`config.mk`:
```
export PLATFORM = sky130hd
export DESIGN_NAME = lnif_mode_ctrl
export DESIGN_NICKNAME = d
export VERILOG_FILES = /design/src/rtl/lnif_pkg.sv /design/src/rtl/lnif_mask_sel.sv /design/src/rtl/lnif_agc_map.sv /design/src/rtl/lnif_prot_timer.sv /design/src/rtl/lnif_mode_ctrl.sv
export SDC_FILE = /design/constraint.sdc
export NUM_CORES = 1
export LEC_CHECK = 0
export BUFFER_PORTS_ARGS = -buffer_cell sky130_fd_sc_hd__buf_2
export CAP_MARGIN = 15
export CORE_ASPECT_RATIO = 1.2
export CORE_MARGIN = 4
export CORE_UTILIZATION = 45
export DETAILED_ROUTE_END_ITERATION = 8
export GPL_TIMING_DRIVEN = 0
export PLACE_DENSITY = 0.74
export SYNTH_ARGS = -nofsm -noshare
export SYNTH_HDL_FRONTEND = slang
export SYNTH_SLANG_ARGS = --single-unit
export TNS_END_PERCENT = 10
```
`constraint.sdc`:
```
create_clock -name clk -period 2.6 [get_ports clk]
set_input_delay 0.39 -clock clk [delete_from_list [all_inputs] [get_ports clk]]
set_output_delay 0.39 -clock clk [all_outputs]
set_load 0.1 [all_outputs]
```
`src/rtl/lnif_pkg.sv`:
```
package lnif_pkg;

  typedef enum logic [1:0] {
    MASK_VREG    = 2'b00,
    MASK_PULSE   = 2'b01,
    MASK_CREG_12 = 2'b10,
    MASK_CREG_35 = 2'b11
  } dc_mask_e;

  localparam int TRIP_UA_LOW  = 52;
  localparam int TRIP_UA_HIGH = 62;
  localparam int GAIN_FULL_DB = 6;

  // dialing mode wins over every other field
  function automatic dc_mask_e pick_mask(input logic dial, input logic cur,
                                         input logic ratio);
    if (dial)       return MASK_PULSE;
    else if (!cur)  return MASK_VREG;
    else if (ratio) return MASK_CREG_35;
    else            return MASK_CREG_12;
  endfunction

  function automatic int window_start(input logic cur, input logic ratio);
    case ({cur, ratio})
      2'b00:   return 10;
      2'b01:   return 21;
      2'b10:   return 21;
      default: return 31;
    endcase
  endfunction

  function automatic int window_stop(input logic cur, input logic ratio);
    case ({cur, ratio})
      2'b00:   return 31;
      2'b01:   return 42;
      2'b10:   return 42;
      default: return 52;
    endcase
  endfunction

  function automatic int trip_level(input logic ratio);
    return ratio ? TRIP_UA_HIGH : TRIP_UA_LOW;
  endfunction

  // compare against the midpoint without a fraction: 2*I >= start+stop
  function automatic logic at_or_above_mid(input int cur_ua, input int start_ua,
                                           input int stop_ua);
    return (2 * cur_ua) >= (start_ua + stop_ua);
  endfunction

  function automatic int gain_range_of(input logic range_off);
    return range_off ? 0 : GAIN_FULL_DB;
  endfunction

endpackage

```
`src/rtl/lnif_mask_sel.sv`:
```
module lnif_mask_sel
  import lnif_pkg::*;
(
  input  logic     dial_mode,
  input  logic     dc_mask_cur,
  input  logic     agc_ratio,
  output dc_mask_e mask_sel,
  output logic     creg_sel
);
  assign mask_sel = pick_mask(dial_mode, dc_mask_cur, agc_ratio);
  assign creg_sel = (mask_sel == MASK_CREG_12) || (mask_sel == MASK_CREG_35);
endmodule

```
`src/rtl/lnif_agc_map.sv`:
```
module lnif_agc_map
  import lnif_pkg::*;
#(
  parameter int AGC_W = 8
) (
  input  logic             dc_mask_cur,
  input  logic             agc_ratio,
  input  logic             pabx_mode,
  input  logic [AGC_W-1:0] agc_ua,
  output logic [AGC_W-1:0] start_ua,
  output logic [AGC_W-1:0] stop_ua,
  output logic             long_sel
);
  int start_i;
  int stop_i;

  always_comb begin
    start_i  = window_start(dc_mask_cur, agc_ratio);
    stop_i   = window_stop(dc_mask_cur, agc_ratio);
    start_ua = AGC_W'(start_i);
    stop_ua  = AGC_W'(stop_i);
    long_sel = !pabx_mode && at_or_above_mid(int'(agc_ua), start_i, stop_i);
  end
endmodule

```
`src/rtl/lnif_prot_timer.sv`:
```
module lnif_prot_timer
  import lnif_pkg::*;
#(
  parameter int AGC_W      = 8,
  parameter int TRIP_TICKS = 800
) (
  input  logic             clk,
  input  logic             rst_n,
  input  logic             armed,
  input  logic             agc_ratio,
  input  logic             hook_bit,
  input  logic [AGC_W-1:0] agc_ua,
  input  logic             tick_ms,
  output logic             over_lvl,
  output logic             trip_evt,
  output logic             prot_flag
);
  localparam int CNT_W = (TRIP_TICKS > 1) ? $clog2(TRIP_TICKS) : 1;
  localparam logic [CNT_W-1:0] LAST = CNT_W'(TRIP_TICKS - 1);

  logic [CNT_W-1:0] tick_cnt;
  logic             clr_pend;

  assign over_lvl = armed && hook_bit && !prot_flag &&
                    (int'(agc_ua) >= trip_level(agc_ratio));
  assign trip_evt = over_lvl && tick_ms && (tick_cnt == LAST);

  always_ff @(posedge clk) begin
    if (!rst_n) begin
      prot_flag <= 1'b0;
      clr_pend  <= 1'b0;
      tick_cnt  <= '0;
    end else if (prot_flag) begin
      tick_cnt <= '0;
      if (!hook_bit) begin
        clr_pend <= 1'b1;
      end else if (clr_pend) begin
        prot_flag <= 1'b0;
        clr_pend  <= 1'b0;
      end
    end else begin
      clr_pend <= 1'b0;
      if (!over_lvl) begin
        tick_cnt <= '0;
      end else if (tick_ms) begin
        if (trip_evt) begin
          prot_flag <= 1'b1;
          tick_cnt  <= '0;
        end else begin
          tick_cnt <= tick_cnt + 1'b1;
        end
      end
    end
  end
endmodule

```
`src/rtl/lnif_mode_ctrl.sv`:
```
module lnif_mode_ctrl
  import lnif_pkg::*;
#(
  parameter int AGC_W      = 8,
  parameter int TRIP_TICKS = 800,
  parameter int GAIN_W     = 4
) (
  input  logic              clk,
  input  logic              rst_n,
  input  logic              hook_bit,
  input  logic              dial_mode,
  input  logic              dc_mask_cur,
  input  logic              agc_ratio,
  input  logic              pabx_mode,
  input  logic              agc_range_off,
  input  logic [AGC_W-1:0]  agc_ua,
  input  logic              tick_ms,
  output logic [1:0]        mask_code,
  output logic [AGC_W-1:0]  agc_start_ua,
  output logic [AGC_W-1:0]  agc_stop_ua,
  output logic              long_path_en,
  output logic              driver_en,
  output logic [GAIN_W-1:0] gain_range_db,
  output logic              prot_flag
);
  dc_mask_e         mask_nxt;
  logic             creg_sel;
  logic [AGC_W-1:0] start_nxt;
  logic [AGC_W-1:0] stop_nxt;
  logic             long_nxt;
  logic             over_lvl;
  logic             trip_evt;

  lnif_mask_sel u_mask (
    .dial_mode   (dial_mode),
    .dc_mask_cur (dc_mask_cur),
    .agc_ratio   (agc_ratio),
    .mask_sel    (mask_nxt),
    .creg_sel    (creg_sel)
  );

  lnif_agc_map #(.AGC_W(AGC_W)) u_map (
    .dc_mask_cur (dc_mask_cur),
    .agc_ratio   (agc_ratio),
    .pabx_mode   (pabx_mode),
    .agc_ua      (agc_ua),
    .start_ua    (start_nxt),
    .stop_ua     (stop_nxt),
    .long_sel    (long_nxt)
  );

  lnif_prot_timer #(.AGC_W(AGC_W), .TRIP_TICKS(TRIP_TICKS)) u_prot (
    .clk       (clk),
    .rst_n     (rst_n),
    .armed     (creg_sel),
    .agc_ratio (agc_ratio),
    .hook_bit  (hook_bit),
    .agc_ua    (agc_ua),
    .tick_ms   (tick_ms),
    .over_lvl  (over_lvl),
    .trip_evt  (trip_evt),
    .prot_flag (prot_flag)
  );

  // decoded outputs: one register stage, reset to the all-zero-field decode
  always_ff @(posedge clk) begin
    if (!rst_n) begin
      mask_code     <= MASK_VREG;
      agc_start_ua  <= AGC_W'(window_start(1'b0, 1'b0));
      agc_stop_ua   <= AGC_W'(window_stop(1'b0, 1'b0));
      long_path_en  <= 1'b0;
      driver_en     <= 1'b0;
      gain_range_db <= GAIN_W'(gain_range_of(1'b0));
    end else begin
      mask_code     <= mask_nxt;
      agc_start_ua  <= start_nxt;
      agc_stop_ua   <= stop_nxt;
      long_path_en  <= long_nxt;
      driver_en     <= hook_bit;
      gain_range_db <= GAIN_W'(gain_range_of(agc_range_off));
    end
  end
endmodule

```
==> metrics.cfg <==
[worst_setup_path]
worstPathArrival_ns = 1.20
worst_setup_path_start_kind = flip-flop
crit_fanout = 4
cp.required_ns = 2.21
rrSetupSlack_ns = 1.11
critical_path_class = reg -> out
end_kind = primary output

[timing]
hold_viol = 0
fin_setup_tns_ns = 0
skew_ns = 0.00122
finalCritPeriodShare_pct = 61.0
max_freq_ghz = 0.630
setup_viol = 0
finalCriticalPeriod_ns = 1.59
rsz0062_at_grt = no
drv_slew = 0

[placement]
port_buffers = 33
dp_hpwl_um = 1890
dp_cells = 194
gp_congestion = 0.800

[synthesis]
yosysWarnings = 0
post-synth-top-area-fraction_pct = 36.0
synthTopCellsByArea = dfxtp_1 (36%), ha_1 (14%), buf_4 (11%)
synth_area_um2 = 1170
syn_inst = 124
synth_cell_types = 32
ys_ff_latch = 21
syn_area_per_cell_um2 = 9.41
synth_area_leader_cell = dfxtp_1
ys_seq_area_share_pct = 36.0

[floorplan]
initial_utilization_pct = 49.1
die_area_um2 = 3480
pin_count = 42
rows = 19
coreArea_um2 = 2380
die_h_um = 63.8
die_x_um = 54.5

[run_status]
status = complete, no violations

[cells_and_area]
multi_input_comb_area_um2 = 608
layout_common_cells = buf_2 (33), dfxtp_1 (21), buf_4 (17)
antenna_cells = 0
layout.nets = 198
final_common_cell = buf_2
ff_latch_area_um2 = 420
instances_no_fill = 198
drive_above_1_share_pct = 34.7
fill_cells = 237
area_delta_synth_final_pct = 21.7

[drt]
wl_per_cell_um = 11.3
drcViolationCount = 0
vias = 936
drtAntennaViolNets = 0
vias_per_cell = 4.73
wirelength_um = 2240
drt_iter0_drc = 8
first_pass_iters = 4

[power_and_ir_drop]
pwr_density_cell_nw_per_um2 = 524
p_leak_nw = 0.668
ir_drop_uv = 395

[clocking]
clock_latency_ns = 0.29
clkSlewWorstSetupHoldPaths_ns = 0.11
cts_sinks = 21
cts_inserted_buffers = 3
cts_tree = done
cts_hold_buf = 0
clk_path_buf_depth = 2
ctsHtreeMaxLevel = 1
cts_resized = 0
ctsRootBufferMaster = clkbuf_4
cts_setup_buffers = 0

[run]
maxCapViolCount = 0

[grt]
grt_overflow = 0
antenna_found_initial = 0
grt_first_pass_wirelength_um = 3820
grt_pass1_vias = 931
grtUsageTotal_pct = 14.7
grt_max_degree = 12

[hold_path]
hold_class = in -> reg

==> worst paths after layout <==
path	startpoint	to	depth (start not counted)
setup / recovery	agc_stop_ua[4]$_SDFF_PN1_	agc_stop_ua[4]	2
hold / removal	agc_range_off	gain_range_db[1]$_SDFF_PN1_	2
setup reg to reg	u_prot.tick_cnt[0]$_SDFFE_PP0P_	u_prot.tick_cnt[1]$_SDFFE_PP0P_	6
hold reg to reg	u_prot.prot_flag$_SDFF_PN0_	u_prot.clr_pend$_SDFF_PN0_	2
==> flip-flops by register name, indices dropped and copies added (netlist names) <==
signal,count
agc_start_ua,1
mask_code,2
u_prot.prot_flag,1
driver_en,1
u_prot.clr_pend,1
u_prot.tick_cnt,10
gain_range_db,1
agc_stop_ua,3
long_path_en,1
==> cells in the mapped netlist <==
master	instances
a211o_1	1
a211oi_1	1
a21oi_1	5
a311o_1	1
and2_4	1
and3_1	1
and4_1	1
and4_4	1
buf_4	17
buf_6	1
conb_1	1
dfxtp_1	21
ha_1	13
inv_1	6
nand2_1	8
nand2b_1	3
nand3_1	2
nand3b_1	2
nand4_1	4
nor2_1	4
nor2b_1	1
nor3_1	11
nor3b_1	1
nor4b_1	1
nor4b_2	1
o211ai_1	1
o21a_1	1
o21ai_1	1
o21bai_2	1
or2b_1	1
xnor2_1	5
xor2_1	5
==> report_power, final <==
part	switching, mW	total [mW]	internal (mW)
Clock	0.0886	0.148	0.0596
Sequential	0.00380	0.334	0.330
Combinational	0.205	0.262	0.0572
Total	0.298	0.744	0.447
==> cell type report <==
type	instances	area share, %
multi-input combinational	85	42.8
timing repair buffer	33	11.6
buffer	18	9.78
clock buffer	4	1.85
inverter	6	1.59
tap	31	2.73
sequential	21	29.6
==> stage by stage <==
step	setup slack [ns]	cell area [um^2]	power (mW)	hold WS (ns)	utilization, %
after floorplan	0.818	1190	0.563	0.459	-
after global placement	0.900	1390	0.602	0.483	58.6
after detailed placement	0.866	1390	0.604	0.486	58.6
after CTS	0.994	1420	0.752	0.237	59.7
after global routing	0.922	1420	0.786	0.226	59.7
final	1.01	1420	0.744	0.245	59.7
==> per-layer routing <==
| metal | track usage [%] | wire (um) |
|---|---|---|
| met1 | 15.9 | 862 |
| met2 | 26.0 | 1240 |
| met3 | 3.26 | 114 |
| met4 | 6.54 | 22 |
| met5 | 0 | 0 |
==> critical path, cell delays in order (launching register included) <==
cell     delay (ns)
dfxtp_1        0.38
buf_4          0.12
buf_2          0.41
==> logic make-up after synthesis <==
kind of cell             synth area share, %
AND/OR/NAND/NOR                         21.3
XOR/XNOR                                7.50
flip-flops                              36.0
other                                  0.321
adder cells (fa/ha/maj)                 13.9
AO/OA/AOI/OAI                           7.07
buffers and inverters                   13.8
Power figures use the tool's default switching activity.
